===== config.mk =====
export PLATFORM = sky130hd
export DESIGN_NAME = frame_rx_buffer
export DESIGN_NICKNAME = d
export VERILOG_FILES = /design/src/rtl/frb_pkg.sv /design/src/rtl/frb_release_dec.sv /design/src/rtl/frb_byte_ram.sv /design/src/rtl/frb_info_table.sv /design/src/rtl/frame_rx_buffer.sv
export SDC_FILE = /design/constraint.sdc
export NUM_CORES = 1
export LEC_CHECK = 0
export BUFFER_PORTS_ARGS = -buffer_cell sky130_fd_sc_hd__buf_2
export CORE_MARGIN = 2
export CORE_UTILIZATION = 45
export CTS_CLUSTER_DIAMETER = 120
export DETAILED_ROUTE_END_ITERATION = 7
export RECOVER_POWER = 100
export SYNTH_ARGS = -nofsm -noshare
export SYNTH_HDL_FRONTEND = slang
export SYNTH_SLANG_ARGS = --single-unit

===== constraint.sdc =====
create_clock -name clk -period 4.53 [get_ports clk]
set_input_delay 0.453 -clock clk [delete_from_list [all_inputs] [get_ports clk]]
set_output_delay 0.453 -clock clk [all_outputs]
set_load 0.01 [all_outputs]

===== src/rtl/frb_pkg.sv =====
package frb_pkg;
  parameter int unsigned DEF_BYTE_DEPTH = 64;
  parameter int unsigned DEF_INFO_DEPTH = 32;
  parameter int unsigned DEF_DATA_W     = 8;
  parameter int unsigned HOST_ADDR_W    = 8;
  parameter logic [7:0]  RELEASE_ADDR   = 8'd1;
  parameter logic [7:0]  RELEASE_CMD    = 8'h04;
endpackage


===== src/rtl/frb_release_dec.sv =====
module frb_release_dec #(
  parameter int unsigned ADDR_W = 8,
  parameter int unsigned DATA_W = 8,
  parameter logic [ADDR_W-1:0] REL_ADDR = '0,
  parameter logic [DATA_W-1:0] REL_CMD  = '0
) (
  input  logic              host_wr,
  input  logic [ADDR_W-1:0] host_addr,
  input  logic [DATA_W-1:0] host_wdata,
  output logic              release_o
);
  always_comb release_o = host_wr && (host_addr == REL_ADDR) && (host_wdata == REL_CMD);
endmodule


===== src/rtl/frb_byte_ram.sv =====
module frb_byte_ram #(
  parameter int unsigned DEPTH = 64,
  parameter int unsigned WIDTH = 8,
  localparam int unsigned AW = $clog2(DEPTH)
) (
  input  logic             clk,
  input  logic             we,
  input  logic [AW-1:0]    waddr,
  input  logic [WIDTH-1:0] wdata,
  input  logic [AW-1:0]    raddr,
  output logic [WIDTH-1:0] rdata
);
  logic [WIDTH-1:0] mem [DEPTH];

  always_ff @(posedge clk) begin
    if (we) mem[waddr] <= wdata;
    rdata <= mem[raddr];
  end
endmodule


===== src/rtl/frb_info_table.sv =====
module frb_info_table #(
  parameter int unsigned DEPTH = 32,
  parameter int unsigned LEN_W = 7,
  localparam int unsigned AW = $clog2(DEPTH)
) (
  input  logic             clk,
  input  logic             we,
  input  logic [AW-1:0]    waddr,
  input  logic [LEN_W-1:0] wlen,
  input  logic             wovr,
  input  logic [AW-1:0]    raddr,
  output logic [LEN_W-1:0] rlen,
  output logic             rovr
);
  logic [LEN_W-1:0] len_mem [DEPTH];
  logic             ovr_mem [DEPTH];

  always_ff @(posedge clk) begin
    if (we) begin
      len_mem[waddr] <= wlen;
      ovr_mem[waddr] <= wovr;
    end
  end

  always_comb begin
    rlen = len_mem[raddr];
    rovr = ovr_mem[raddr];
  end
endmodule


===== src/rtl/frame_rx_buffer.sv =====
module frame_rx_buffer
  import frb_pkg::*;
#(
  parameter int unsigned BYTE_DEPTH = DEF_BYTE_DEPTH,
  parameter int unsigned INFO_DEPTH = DEF_INFO_DEPTH,
  parameter int unsigned DATA_W     = DEF_DATA_W,
  localparam int unsigned PTR_W  = $clog2(BYTE_DEPTH),
  localparam int unsigned CNT_W  = PTR_W + 1,
  localparam int unsigned IPTR_W = $clog2(INFO_DEPTH),
  localparam int unsigned ICNT_W = IPTR_W + 1
) (
  input  logic                   clk,
  input  logic                   rst,
  input  logic                   wr_en,
  input  logic [DATA_W-1:0]      wr_data,
  input  logic                   frame_end,
  input  logic                   host_wr,
  input  logic [HOST_ADDR_W-1:0] host_addr,
  input  logic [7:0]             host_wdata,
  input  logic [PTR_W-1:0]       rd_offset,
  output logic [DATA_W-1:0]      rd_data,
  output logic [CNT_W-1:0]       byte_count,
  output logic [ICNT_W-1:0]      frame_count,
  output logic [CNT_W-1:0]       head_len,
  output logic                   head_overrun
);
  logic [PTR_W-1:0]  wptr, rptr;
  logic [ICNT_W-1:0] wr_iptr, rd_iptr;
  logic [CNT_W-1:0]  cur_len;
  logic              cur_ovr;
  logic              rel_cmd, byte_full, info_full, store, drop, close, do_rel;
  logic [CNT_W-1:0]  rec_len;
  logic              rec_ovr, tbl_ovr;

  frb_release_dec #(
    .ADDR_W(HOST_ADDR_W), .DATA_W(8),
    .REL_ADDR(RELEASE_ADDR), .REL_CMD(RELEASE_CMD)
  ) u_rel (
    .host_wr(host_wr), .host_addr(host_addr), .host_wdata(host_wdata),
    .release_o(rel_cmd)
  );

  always_comb begin
    frame_count = wr_iptr - rd_iptr;
    byte_full   = (byte_count == CNT_W'(BYTE_DEPTH));
    info_full   = (frame_count == ICNT_W'(INFO_DEPTH));
    store       = wr_en && !byte_full && !info_full;
    drop        = wr_en && !store;
    close       = frame_end && !info_full;
    do_rel      = rel_cmd && (frame_count != '0);
    rec_len     = cur_len + CNT_W'(store);
    rec_ovr     = cur_ovr | drop;
    head_overrun = tbl_ovr && (frame_count != '0);
  end

  frb_byte_ram #(.DEPTH(BYTE_DEPTH), .WIDTH(DATA_W)) u_bytes (
    .clk(clk), .we(store), .waddr(wptr), .wdata(wr_data),
    .raddr(rptr + rd_offset), .rdata(rd_data)
  );

  frb_info_table #(.DEPTH(INFO_DEPTH), .LEN_W(CNT_W)) u_info (
    .clk(clk), .we(close), .waddr(wr_iptr[IPTR_W-1:0]),
    .wlen(rec_len), .wovr(rec_ovr),
    .raddr(rd_iptr[IPTR_W-1:0]), .rlen(head_len), .rovr(tbl_ovr)
  );

  always_ff @(posedge clk) begin
    if (rst) begin
      wptr       <= '0;
      rptr       <= '0;
      wr_iptr    <= '0;
      rd_iptr    <= '0;
      cur_len    <= '0;
      cur_ovr    <= 1'b0;
      byte_count <= '0;
    end else begin
      if (store) wptr <= wptr + 1'b1;
      if (close) begin
        wr_iptr <= wr_iptr + 1'b1;
        cur_len <= '0;
        cur_ovr <= 1'b0;
      end else begin
        cur_len <= rec_len;
        cur_ovr <= rec_ovr;
      end
      if (do_rel) begin
        rd_iptr <= rd_iptr + 1'b1;
        rptr    <= rptr + head_len[PTR_W-1:0];
      end
      byte_count <= byte_count + CNT_W'(store) - (do_rel ? head_len : '0);
    end
  end

  p_byte_bound_r2: assert property (@(posedge clk) disable iff (rst)
    byte_count <= CNT_W'(BYTE_DEPTH));
  p_frame_bound_r3: assert property (@(posedge clk) disable iff (rst)
    frame_count <= ICNT_W'(INFO_DEPTH));
  p_release_drop_r6: assert property (@(posedge clk) disable iff (rst)
    (do_rel && !wr_en) |=> byte_count == $past(byte_count) - $past(head_len));
  p_empty_release_r7: assert property (@(posedge clk) disable iff (rst)
    (rel_cmd && frame_count == '0 && !frame_end) |=> frame_count == '0);
  p_full_overrun_r8: assert property (@(posedge clk) disable iff (rst)
    (wr_en && byte_full && !info_full && !frame_end) |=> cur_ovr);
  p_head_flag_r10: assert property (@(posedge clk) disable iff (rst)
    (frame_count == '0) |-> !head_overrun);
  p_info_full_r11: assert property (@(posedge clk) disable iff (rst)
    (frame_end && info_full) |=> $stable(wr_iptr));
endmodule


Yosys cells after proc, flatten, opt, wreduce, memory -nomap -nowiden. Memories as Yosys holds them, arrays and structs flattened. A register that Yosys moved wholly into a read port is not among the register bits. Cells that the tools add are included.

$add $sub $neg: 9. Equal/unequal tests: 4. Mux-type cells: 9. Bitwise operators: 1. Reductions and logical operators: 13.

Operators with widths (count): $mux 5 (4); $add 6x1->6 const B (3); $add 7x1->7 (2); $add 6x6->6 (2); $eq 8x1->1 const B (1); $eq 8x3->1 const B (1); $logic_and 1x1->1 (8); $eq 7x7->1 const B (1); $mux 7 (1); $sub 7x7->7 (1); $eq 6x6->1 const B (1); $reduce_bool 6->1 (1); $sub 6x6->6 (1); $mux 1 (4); $logic_not 1->1 (3); $reduce_or 2->1 (1); $or 1x1->1 (1).

Register bits after elaboration: 39. Memory bits (writable): 768. Output and inout port bits: 29. Memories kept: 3.

Memory list: u_bytes.mem (words 64, bits a word 8, read ports 1, clocked after Yosys merged registers in 1, write ports 1, RTL line frb_byte_ram.sv:13) `logic [WIDTH-1:0] mem [DEPTH];`; u_info.len_mem (words 32, bits a word 7, read ports 1, clocked after Yosys merged registers in 1, write ports 1, RTL line frb_info_table.sv:15) `logic [LEN_W-1:0] len_mem [DEPTH];`; u_info.ovr_mem (words 32, bits a word 1, read ports 1, clocked after Yosys merged registers in 1, write ports 1, RTL line frb_info_table.sv:16) `logic ovr_mem [DEPTH];`.

Longest topological paths before layout. Gate-level depths: netlist of run 1.

Word-level depth: 7. Depth in mapped cells: 23. Mapped depth without buffers: 21.

Hierarchy. A second synthesis of run 1 with hierarchy kept.

Cell total of the unflattened synthesis: 1657. Area total of the unflattened synthesis: 32748.9 um^2.

Modules (own cells, without submodules): frb_byte_ram (instances 1, cells an instance 940, area each 20166.8 um^2, seq. area each 15534.9 um^2); frb_info_table (instances 1, cells an instance 410, area each 9892.0 um^2, seq. area each 7687.4 um^2); frame_rx_buffer (instances 1, cells an instance 301, area each 2622.5 um^2, seq. area each 780.7 um^2); frb_release_dec (instances 1, cells an instance 6, area each 67.6 um^2, seq. area each 0.0 um^2).

Worst setup path after synthesis of run 1. Ideal clock, no wire load.

Path type: reg-to-reg. Start: reg wr_iptr[0]. End: reg byte_count[6]. Library setup time: 128 ps. Arrival: 4804 ps. Data required time: 4402 ps. Slack: -402 ps. Cell stages (with the launch flop): 24. Buffers on the path: 2. Period minus slack after synthesis: 4932 ps. Path through: dfxtp_1 -> inv_1 -> ha_1 -> fa_1 -> inv_1 -> or4_4 -> mux2i_4 -> or4b_1 -> buf_2 -> nor2b_4 -> buf_6 -> and2_1 -> ha_1 -> inv_1 -> ha_1 -> inv_1 -> fa_1 -> nor2b_1 -> o21ai_0 -> a21boi_0 -> or4_1 -> nand3_1 -> xor2_1 -> nor2_1.

Cells in the longest elaborated chain, start to end: 6.

Ends and longest elaborated chain: start: declaration (RTL line frame_rx_buffer.sv:28) `logic [ICNT_W-1:0] wr_iptr, rd_iptr;`; start signal: assignment (RTL line frame_rx_buffer.sv:79) `wr_iptr <= wr_iptr + 1'b1;`; $sub 6x6->6 (*) (RTL line frame_rx_buffer.sv:44) `frame_count = wr_iptr - rd_iptr;`; net frame_count[1] (RTL line frame_rx_buffer.sv:23) `output logic [ICNT_W-1:0] frame_count,`; $eq 6x6->1 (RTL line frame_rx_buffer.sv:46) `info_full = (frame_count == ICNT_W'(INFO_DEPTH));`; $logic_not 1->1 (RTL line frame_rx_buffer.sv:47) `store = wr_en && !byte_full && !info_full;`; $logic_and 1x1->1 (RTL line frame_rx_buffer.sv:47); $add 7x1->7 (RTL line frame_rx_buffer.sv:90) `byte_count <= byte_count + CNT_W'(store) - (do_rel ? head_len : '0);`; $sub 7x7->7 (*) (RTL line frame_rx_buffer.sv:90); end signal: assignment (RTL line frame_rx_buffer.sv:90); end: declaration (RTL line frame_rx_buffer.sv:22) `output logic [CNT_W-1:0] byte_count,`.

Mark *: on every way through the listed nets, which the timed path passes. The rest lies on a longest branch. A chain may end at the register's enable or synchronous reset.

Worst setup path in the final report of run 1.
Start: reg wr_iptr[0]. End: reg byte_count[6].

Cells in the longest elaborated chain, start to end: 6.

Ends and longest elaborated chain (RTL line): $sub 6x6->6 (*) (frame_rx_buffer.sv:44); $eq 6x6->1 (frame_rx_buffer.sv:46); $logic_not 1->1 (frame_rx_buffer.sv:47); $logic_and 1x1->1 (frame_rx_buffer.sv:47); $add 7x1->7 (frame_rx_buffer.sv:90); $sub 7x7->7 (*) (frame_rx_buffer.sv:90).

Mark *: on every way between the ends. The rest lies on a longest branch, timed or not.

==> summary.txt, run 1 <==
Logic synthesis
  • Post-Syn Instances: 1581
  • EDFF count, synth: 768
  • Yosys warns: 0
  • Mean post-synth cell area: 20.6 um^2
  • Seq/Total Area, Yosys: 0.739
  • Top-count cell post-synth: edfxtp_1
  • Main flop type after synthesis: edfxtp_1
  • Net Count, Synth: 1655
  • Post-Syn Area: 32600 um^2
  • Largest cells by area after synthesis: edfxtp_1, mux4_2, dfxtp_1, nor2_1, ha_1
  • Yosys top cell by area: edfxtp_1
  • Count of different cell masters after synthesis: 58
  • Flops & latches, synth: 820
  • Async S/R FF share, synth: 0
  • Post-synth top area share: 0.707
  • Top post-synthesis cells by count: edfxtp_1, mux4_2, nor2_1

STA
  • Worst-Margin Slew: 3.33 ns
  • Final Hold Viols: 0
  • Final period utilization: 0.995
  • Max Fclk: 222 MHz
  • Slew Limit Fails: 520
  • Final setup viols: 0
  • RSZ-0062 raised after global routing: yes
  • Final Hold Slack: 0.196 ns
  • Clock skew: 0.0430 ns
  • Tmin final: 4.51 ns
  • Slew HR: -1.22

Placed design
  • Placed cell area: 35000 um^2
  • Post-DP HPWL: 46300 um
  • GPL Wtd Cong: 0.789
  • Number of buffers added on ports: 63

Layout
  • Reg area: 24100 um^2
  • Synth-to-layout area growth: 15.9%
  • Area of the multi-input gates: 8190 um^2
  • Ratio of cells with drive above 1 in the final layout: 0.320
  • # diodes: 0
  • Finished Cell Area: 37800 um^2
  • Filler Cell Count: 5600
  • Final core utilization: 0.528
  • Nets: 1870

Power
  • Design Power: 16.6 mW
  • Pleak: 12.5 nW
  • Worst vdd ir: 0.337 mV
  • Power Dens Cells: 439 nW/um^2

Worst setup path
  • Req. time, crit path: 5.02 ns
  • CP Class: register to register
  • Crit path arrival time: 4.99 ns
  • Startpoint class of the critical path: register
  • R2r worst-path depth: 21
  • Worst Setup End Kind: register
  • Crit-path max FO: 4

Drt
  • Post-Route WL: 72700 um
  • Met2 Wirelength: 36900 um
  • Drt pass-1 iters: 5
  • DR iter-0 viols: 1364
  • Vias post-DR: 15900
  • Routed wl met3: 4020 um
  • Top sig layer: met5
  • Avg Vias per Cell: 5.64
  • Detailed-route wire length per cell: 25.8 um
  • Final ANT Viol Nets: 0
  • Drt drc: 0
  • Metal-1 WL: 30200 um

Clock tree
  • CTS tree: done
  • Post-CTS Hold Fix Bufs: 0
  • Reg clk slew, reported paths: 0.06 ns
  • Clk root buf: clkbuf_16
  • Sink Count: 820
  • H-tree levels: 3
  • Clock Latency Late Sink: 0.66 ns
  • CTS Buf Count: 84
  • CTS max path bufs: 3

GRT
  • First-pass GRT wire length: 109000 um
  • Largest net degree at the start of global routing: 65
  • Initial antenna violation count: 2
  • GRT Resource Usage Total: 0.199
  • Grt total ovfl: 0
  • Vias in the first global route: 16500

Floorplan
  • I/O Pins: 64
  • Die X: 273 um
  • Rows: 98
  • Area of the core: 71600 um^2
  • DIE HEIGHT: 273 um
  • Die area: 74700 um^2
  • Starting density of the core: 0.456

Outcome
  • Status: finished with violations
  • Failing checks: capacitance limit, slew limit

Hold path
  • Hold Crit Class: input pin to register
  • Hold depth: 4

Flow run
  • Max-cap violations: 8
-- critical path: stages (launching register included) --
cell	delay, ns
dfxtp_2	0.33
inv_2	0.05
ha_4	0.15
fa_1	0.55
inv_2	0.05
or4_4	0.54
mux2i_4	0.17
or4b_4	0.49
nor2b_4	0.15
and2_4	0.14
ha_4	0.25
inv_2	0.03
ha_4	0.15
inv_2	0.05
fa_2	0.20
nor2b_2	0.05
o21ai_2	0.16
a21boi_2	0.08
or4_1	0.49
nand3_2	0.10
xor2_1	0.14
nor2_1	0.05
-- timing repair --
item | CTS | global route
pin swaps | 2 | 7
gates resized for setup | 1 | 4
cloned | 0 | 0
endpoints found under the setup margin | 1 | 1
setup buffers | 0 | 1
-- flip-flops by register name (all words and copies together), names as in the netlist, named ones only --
register and count:
u_bytes.mem 512, rd_iptr 6, wr_iptr 6, byte_count 7, u_bytes.rdata 8, wptr 6
cur_ovr 1, rptr 6, cur_len 7, u_info.ovr_mem 32, u_info.len_mem 224
-- metal layers --
metal / track usage / up-vias
li1: - / 6895
met1: 0.266 / 8457
met2: 0.333 / 429
met3: 0.0377 / 89
met4: 0.0569 / 4
met5: 0 / -
-- logic make-up after synthesis --
| group | count (synthesis) | synth area share |
|---|---|---|
| xor gates and xnor gates | 33 | 0.00909 |
| muxes | 261 | 0.171 |
| DFF | 820 | 0.739 |
| buffers and inverters | 110 | 0.0148 |
| and+or+nand+nor | 253 | 0.0377 |
| adders and majority gates | 39 | 0.0159 |
| AOI/OAI and AO/OA | 65 | 0.0131 |
-- report_power, final --
part           internal [mW]  total [mW]  switching, mW
clock                   4.03        6.97           2.94
combinational          0.463        1.16          0.694
sequential              8.41        8.46         0.0503
-- layout make-up --
| type | count | area share |
|---|---|---|
| clock buffers | 100 | 0.0583 |
| clock inverters | 57 | 0.0162 |
| well taps | 950 | 0.0314 |
| repair buffers | 209 | 0.0370 |
| multi-input cells | 651 | 0.217 |
| flip-flops and latches | 820 | 0.637 |
| inverters | 30 | 0.00304 |
-- path summary, 6_finish.rpt --
kind              start             to  slack (ns)
max reg2reg  wr_iptr[0]  byte_count[6]        0.02
min           frame_end     wr_iptr[3]        0.20
max          wr_iptr[0]  byte_count[6]        0.02
min reg2reg     rptr[5]        rptr[5]        0.50
-- layout by cell type, fill, tap and decap left out, types with 6 or more instances in the layout --
cell type / synthesis / layout
nor2_1: 129 / 129
bufinv_16: 0 / 9
edfxtp_1: 768 / 768
nor3_1: 7 / 7
clkinv_1: 0 / 16
buf_4: 1 / 132
nor2b_1: 17 / 16
inv_1: 29 / 25
a21o_1: 6 / 6
xnor2_1: 17 / 11
nand2_1: 24 / 24
xor2_1: 15 / 12
or3_1: 7 / 7
mux2i_1: 20 / 20
clkinv_2: 0 / 22
a21oi_1: 28 / 28
xnor2_2: 1 / 7
clkbuf_16: 0 / 85
o21ai_0: 7 / 6
clkbuf_1: 44 / 43
buf_2: 26 / 43
dfxtp_1: 52 / 48
mux4_2: 234 / 234
ha_1: 35 / 31
a211oi_1: 8 / 8
nand3_1: 19 / 18
nor2_2: 7 / 7
-- per-stage QoR --
step / setup WS [ns] / TNS (ns) / std cells
detailed placement: -0.0510 / -0.0510 / 2659
floorplan: -0.169 / -0.169 / 1581
CTS: 0.0157 / 0 / 2816
global route: -0.117 / -0.117 / 2817
global placement: 0.0252 / 0 / 2659
finish: 0.0224 / 0 / 2817
Note: power is estimated with default switching activity, not from simulation.
==> run 2, diff against run 1 <==
--- a/config.mk
+++ b/config.mk
@@ -5,6 +5,7 @@
 export SDC_FILE = /design/constraint.sdc
 export NUM_CORES = 1
 export LEC_CHECK = 0
+export ABC_AREA = 1
 export BUFFER_PORTS_ARGS = -buffer_cell sky130_fd_sc_hd__buf_2
 export CORE_MARGIN = 2
 export CORE_UTILIZATION = 45
==> run 2 against run 1 <==
  * The flow still finishes with violations (capacitance limit, slew limit)
  * Routed wire length is 17% higher
  * Clock skew rose by 0.033 ns
  * Synthesized cell count grew 76%
  * Critical path depth down 8
  * First-iteration DRC count up 97%
  * Clock power is 2% lower
  * Combinational power about the same
  * Core utilization shrank 1.9 points
  * Global-route usage is 2.1 points higher
  * Cell area decreased by 0.17%
  * Critical path type unchanged
  * Critical endpoint is now u_bytes.rdata[3]
==> summary.txt, run 2 <==
Logic synthesis
  • Largest cells by area after synthesis: edfxtp_1, o21ai_0, nor2_1, nand2_1, dfxtp_1
  • Async S/R FF share, synth: 0 (unchanged)
  • Yosys top cell by area: edfxtp_1
  • Seq/Total Area, Yosys: 0.717 (-0.0220)
  • Post-Syn Area: 33600 um^2 (+3.1%)
  • Yosys warns: 0 (unchanged)
  • Flops & latches, synth: 820 (unchanged)
  • Post-synth top area share: 0.686 (-0.0211)
  • Net Count, Synth: 2849 (+72%)
  • EDFF count, synth: 768 (unchanged)
  • Top post-synthesis cells by count: edfxtp_1, nor2_1, o21ai_0
  • Post-Syn Instances: 2775 (+76%)
  • Top-count cell post-synth: edfxtp_1
  • Count of different cell masters after synthesis: 45 (-22%)
  • Mean post-synth cell area: 12.1 um^2 (-41%)
  • Main flop type after synthesis: edfxtp_1

Layout
  • Synth-to-layout area growth: 12.3%
  • Reg with most FFs: u_bytes.mem
  • Largest registers: u_bytes.mem x512, u_info.len_mem x224, u_info.ovr_mem x32
  • Filler Cell Count: 6381 (+14%)
  • Non-filler instance count after layout: 3895 (+38%)
  • Reg area: 24100 um^2 (about the same)
  • Most common cell after layout, fill and taps aside: edfxtp_1
  • Nets: 2934 (+57%)
  • Finished Cell Area: 37800 um^2 (-0.17%)
  • Max FFs per register: 512 (unchanged)
  • Area of the multi-input gates: 8470 um^2 (+3.3%)
  • Commonest non-fill, non-tap cells in the layout: edfxtp_1, nor2_1, o21ai_0
  • Ratio of cells with drive above 1 in the final layout: 0.0731 (-0.247)
  • Final core utilization: 0.509 (-0.0193)
  • # diodes: 0 (unchanged)

Clock tree
  • Clock Latency Late Sink: 0.65 ns (about the same)
  • Post-CTS Hold Fix Bufs: 0 (unchanged)
  • CTS max path bufs: 3 (unchanged)
  • CTS Buf Count: 85 (+1.2%)
  • Clk root buf: clkbuf_16
  • Post_cts resized: 0 (-1)
  • Reg clk slew, reported paths: 0.06 ns (about the same)
  • H-tree levels: 3 (unchanged)
  • CTS tree: done
  • Sink Count: 820 (unchanged)
  • Post-CTS setup buffers: 0 (unchanged)

Floorplan
  • DIE HEIGHT: 277 um (+1.5%)
  • Rows: 100 (+2.0%)
  • Starting density of the core: 0.453 (-0.00237)
  • I/O Pins: 64 (unchanged)
  • Die X: 277 um (+1.5%)
  • Die area: 76900 um^2 (+3.0%)
  • Area of the core: 74200 um^2 (+3.6%)

GRT
  • Largest net degree at the start of global routing: 257 (+300%)
  • Initial antenna violation count: 0 (-2)
  • Grt total ovfl: 0 (unchanged)
  • GRT Resource Usage Total: 0.220 (+0.0214)
  • Vias in the first global route: 21600 (+31%)
  • First-pass GRT wire length: 130000 um (+20%)

STA
  • Final Hold Slack: 0.132 ns (-0.0635 ns)
  • Tmin final: 4.09 ns (-0.421 ns)
  • RSZ-0062 raised after global routing: no
  • Slew HR: -1.24 (-0.0236)
  • Final WS setup: 0.443 ns (+0.421 ns)
  • Clock skew: 0.0761 ns (+0.0332 ns)
  • Final Hold Viols: 0 (unchanged)
  • Final period utilization: 0.902 (-0.0929)
  • Slew Limit Fails: 457 (-12%)
  • Max Fclk: 245 MHz (+10%)
  • Final setup viols: 0 (unchanged)
  • Worst-Margin Slew: 3.36 ns (+0.0354 ns)
  • Setup TNS: 0 ns (unchanged)

Worst setup path
  • Crit-path max FO: 68 (+64)
  • Crit path arrival time: 4.68 ns (-0.31 ns)
  • Req. time, crit path: 5.12 ns (+0.10 ns)
  • CP Class: register to register
  • Startpoint class of the critical path: register
  • Worst reg2reg setup slack: 0.44 ns (+0.42 ns)
  • Worst Setup End Kind: register

Hold path
  • Hold Crit Class: input pin to register

Drt
  • Final ANT Viol Nets: 0 (unchanged)
  • Post-Route WL: 85200 um (+17%)
  • Avg Vias per Cell: 5.74 (+1.8%)
  • Detailed-route wire length per cell: 21.9 um (-15%)
  • Drt drc: 0 (unchanged)
  • Drt pass-1 iters: 5 (unchanged)
  • DR iter-0 viols: 2693 (+97%)
  • Vias post-DR: 22300 (+41%)

Placed design
  • DP Cell Count: 3742 (+41%)
  • GPL Wtd Cong: 0.840 (+6.5%)
  • Placed cell area: 35300 um^2 (+0.83%)
  • Number of buffers added on ports: 63 (unchanged)
  • Place WS: 0.588 ns (+0.639 ns)
  • Post-DP HPWL: 48800 um (+5.3%)

Power
  • Design Power: 16.5 mW (-0.84%)
  • Pleak: 12.7 nW (+1.5%)
  • Worst vdd ir: 0.291 mV (-14%)
  • Power Dens Cells: 436 nW/um^2 (-0.67%)

Flow run
  • Max-cap violations: 8 (unchanged)

Outcome
  • Status: finished with violations
  • Failing checks: capacitance limit, slew limit
run 2: worst paths after layout:
check	end	depth (start not counted)	start
setup / recovery	u_bytes.rdata[3]	13	rptr[0]
hold / removal	cur_ovr	3	wr_en
setup reg to reg	u_bytes.rdata[3]	13	rptr[0]
hold reg to reg	cur_ovr	2	cur_ovr
run 2: layout make-up:
class                   count  share of cell area
repair buffers            161              0.0233
flip-flops and latches    820               0.638
well taps                 969              0.0321
multi-input cells        1706               0.224
inverters                  86             0.00872
clock inverters            35              0.0106
clock buffers             118              0.0626
run 2: kinds of logic (layout without fill, tap and decap cells):
kind of cell / after synthesis / in the layout / share of synthesized area
buffers and inverters: 249 / 400 / 0.0326
and+or+nand+nor: 1018 / 1018 / 0.124
adders and majority gates: 39 / 39 / 0.0154
xor gates and xnor gates: 18 / 18 / 0.00536
AOI/OAI and AO/OA: 631 / 631 / 0.106
DFF: 820 / 820 / 0.717
run 2: worst max-delay path: stages, from the launching register on:
cell	delay, ns
dfxtp_1	0.38
ha_4	0.16
fa_4	0.83
inv_1	0.44
clkbuf_4	0.78
buf_12	0.32
o21ai_0	0.13
o22ai_1	0.16
nand2_1	0.07
nand3_1	0.12
nand2_1	0.07
o21ai_0	0.34
nand2_1	0.11
nand2_1	0.10
run 2: metal layers:
metal,vias to the layer above,track usage,part of all wire
met5,-,0,0
met4,0,0.0652,0.024
met3,139,0.0410,0.079
met2,911,0.340,0.46
met1,11000,0.318,0.44
li1,10300,-,-
run 2: where the power goes:
group          leakage [nW]  switching, mW  internal [mW]
registers              7.46         0.0495           8.41
logic                  3.86          0.840          0.303
clock network          1.35           2.89           3.96
==> run 3, diff against run 2 <==
--- a/config.mk
+++ b/config.mk
@@ -7,6 +7,7 @@
 export LEC_CHECK = 0
 export ABC_AREA = 1
 export BUFFER_PORTS_ARGS = -buffer_cell sky130_fd_sc_hd__buf_2
+export CORE_ASPECT_RATIO = 0.5
 export CORE_MARGIN = 2
 export CORE_UTILIZATION = 45
 export CTS_CLUSTER_DIAMETER = 120
==> run 3 against run 2 <==
  * The run still ends with capacitance limit, slew limit left
  * Cell area fell by 1.0%
  * Hold slack better by 0.048 ns
  * Clock power down 9.3%
  * Combinational power barely moved
  * Via count shrank 1.1%
  * Worst setup slack gained 0.0026 ns
  * Core utilization about the same
  * Sequential power about the same
  * Routed wire length up 2.9%
  * Clock skew decreased by 0.040 ns
  * Maximum frequency barely moved
  * Sequential share of layout area up 0.66 points
==> summary.txt, run 3 (same netlist as run 2, synthesis figures left out) <==
Outcome
  • Status: finished with violations
  • Failing checks: capacitance limit, slew limit

GRT
  • Largest net degree at the start of global routing: 257 (unchanged)
  • Vias in the first global route: 20900 (-3.3%)
  • Initial antenna violation count: 0 (unchanged)
  • GRT Resource Usage Total: 0.226 (+0.00605)
  • Grt total ovfl: 0 (unchanged)
  • First-pass GRT wire length: 131000 um (+0.84%)

Worst setup path
  • Crit path arrival time: 4.33 ns (-0.35 ns)
  • CP Class: register to register
  • RR Startpoint: wr_iptr[0]
  • Req. time, crit path: 4.77 ns (-0.35 ns)
  • Crit-path max FO: 10 (-85%)
  • Worst Setup End Kind: register
  • Critical path startpoint: wr_iptr[0]
  • Startpoint class of the critical path: register

Power
  • Power Dens Cells: 423 nW/um^2 (-3.0%)
  • Pleak: 12.5 nW (-1.6%)
  • Worst vdd ir: 0.257 mV (-12%)

STA
  • Final Hold Slack: 0.181 ns (+0.0482 ns)
  • Slew HR: -1.11 (+0.126)
  • Clock skew: 0.0361 ns (-0.0401 ns)
  • Final setup viols: 0 (unchanged)
  • Worst-Margin Slew: 3.17 ns (-0.189 ns)
  • Max Fclk: 245 MHz (about the same)
  • Setup TNS: 0 ns (unchanged)
  • Final period utilization: 0.902 (about the same)
  • Slew Limit Fails: 630 (+38%)
  • Final Hold Viols: 0 (unchanged)
  • Tmin final: 4.08 ns (-0.00262 ns)
  • RSZ-0062 raised after global routing: no

Floorplan
  • I/O Pins: 64 (unchanged)
  • Area of the core: 73500 um^2 (-0.96%)
  • Rows: 70 (-30%)
  • Starting density of the core: 0.458 (+0.00440)
  • DIE HEIGHT: 197 um (-29%)
  • Die X: 391 um (+41%)
  • Die area: 77100 um^2 (+0.17%)

Clock tree
  • Sink Count: 820 (unchanged)
  • Reg clk slew, reported paths: 0.06 ns (about the same)
  • CTS Buf Count: 74 (-13%)
  • Clock Latency Late Sink: 0.64 ns (about the same)
  • CTS max path bufs: 3 (unchanged)
  • CTS tree: done
  • H-tree levels: 3 (unchanged)
  • Clk root buf: clkbuf_16

Drt
  • Post-Route WL: 87700 um (+2.9%)
  • Detailed-route wire length per cell: 22.6 um (+3.4%)
  • Final ANT Viol Nets: 0 (unchanged)
  • Vias post-DR: 22100 (-1.1%)
  • DR iter-0 viols: 2257 (-16%)
  • Drt drc: 0 (unchanged)
  • Drt pass-1 iters: 5 (unchanged)
  • Avg Vias per Cell: 5.70 (-0.56%)

Placed design
  • DP Cell Count: 3748 (+0.16%)
  • Number of buffers added on ports: 63 (unchanged)
  • GPL Wtd Cong: 0.845 (+0.65%)
  • Post-DP HPWL: 50800 um (+4.1%)

Layout
  • Max FFs per register: 512 (unchanged)
  • Synth-to-layout area growth: 11.1%
  • Non-filler instance count after layout: 3874 (-0.54%)
  • # diodes: 0 (unchanged)
  • Final core utilization: 0.509 (about the same)
  • Reg with most FFs: u_bytes.mem
  • Most common cell after layout, fill and taps aside: edfxtp_1
  • Nets: 2926 (-0.27%)
  • Commonest non-fill, non-tap cells in the layout: edfxtp_1, nor2_1, o21ai_0
  • Ratio of cells with drive above 1 in the final layout: 0.0679 (-0.00525)
  • Largest registers: u_bytes.mem x512, u_info.len_mem x224, u_info.ovr_mem x32

Hold path
  • Hold path startpoint: wr_en
  • Hold Crit Class: input pin to register

Flow run
  • Max-cap violations: 13 (+5)
[run 3: changes by cell type in the layout (fill, tap and decap cells not counted), sizes merged]
cell    change
inv         -1
bufinv      +2
clkbuf     -31
buf         +8
clkinv      -2
[run 3: critical path: stages, from the launching register on]
cell and delay (ns):
dfxtp_1 0.37, inv_1 0.12, ha_1 0.23, fa_1 0.41, nand3b_1 0.17, nand2_1 0.08
xor2_1 0.20, nor2_1 0.12, nand2_1 0.10, nand2_1 0.07, inv_1 0.09, buf_4 0.21
nand3_1 0.64, nor2_1 0.91
[run 3: area by class of cell]
class | count | area (um^2)
inverters | 86 | 330
fillers | 6385 | 36100
repair buffers | 164 | 935
flip-flops and latches | 820 | 24100
clock inverters | 34 | 358
multi-input cells | 1706 | 8480
well taps | 972 | 1220
clock buffers | 92 | 1950
[run 3: what timing repair did]
item | 4_1_cts | 5_1_grt
setup buffers | 0 | 0
resized for setup | 0 | 1
hold buffers | 0 | 0
endpoints found under the hold margin | 0 | 0
setup endpoints to repair | 0 | 33
[run 3: power by group]
group / total, mW / internal [mW] / switching (mW)
clock network: 6.21 / 3.45 / 2.75
logic: 1.14 / 0.305 / 0.832
registers: 8.45 / 8.41 / 0.0460
[run 3: path summary, 6_finish.rpt]
| kind | end | slack [ns] | cells past startpoint |
|---|---|---|---|
| setup / recovery | u_bytes.mem[6][2] | 0.45 | 13 |
| hold / removal | cur_ovr | 0.18 | 3 |
| setup reg to reg | u_bytes.mem[6][2] | 0.45 | 13 |
| hold reg to reg | cur_ovr | 0.46 | 2 |
[run 3: metal layers]
layer | share of wire | vias to the layer above | global-route usage | wire [um]
li1 | - | 10200 | - | -
met3 | 0.066 | 153 | 0.0360 | 5830
met2 | 0.48 | 760 | 0.363 | 41600
met1 | 0.43 | 10900 | 0.316 | 37600
met4 | 0.029 | 0 | 0.0761 | 2570
met5 | 0 | - | 0 | 0
[run 3: metrics by stage]
| step | instance area, um^2 | setup WS [ns] | total power, mW |
|---|---|---|---|
| 2_1_floorplan | 33600 | 0.532 | 9.28 |
| 3_5_place_dp | 35400 | 0.320 | 9.77 |
| 4_1_cts | 37700 | 0.316 | 15.9 |
| 6_report | 37400 | 0.446 | 15.8 |
| 5_1_grt | 37400 | 0.119 | 16.3 |
| 3_3_place_gp | 35400 | 0.469 | 9.76 |
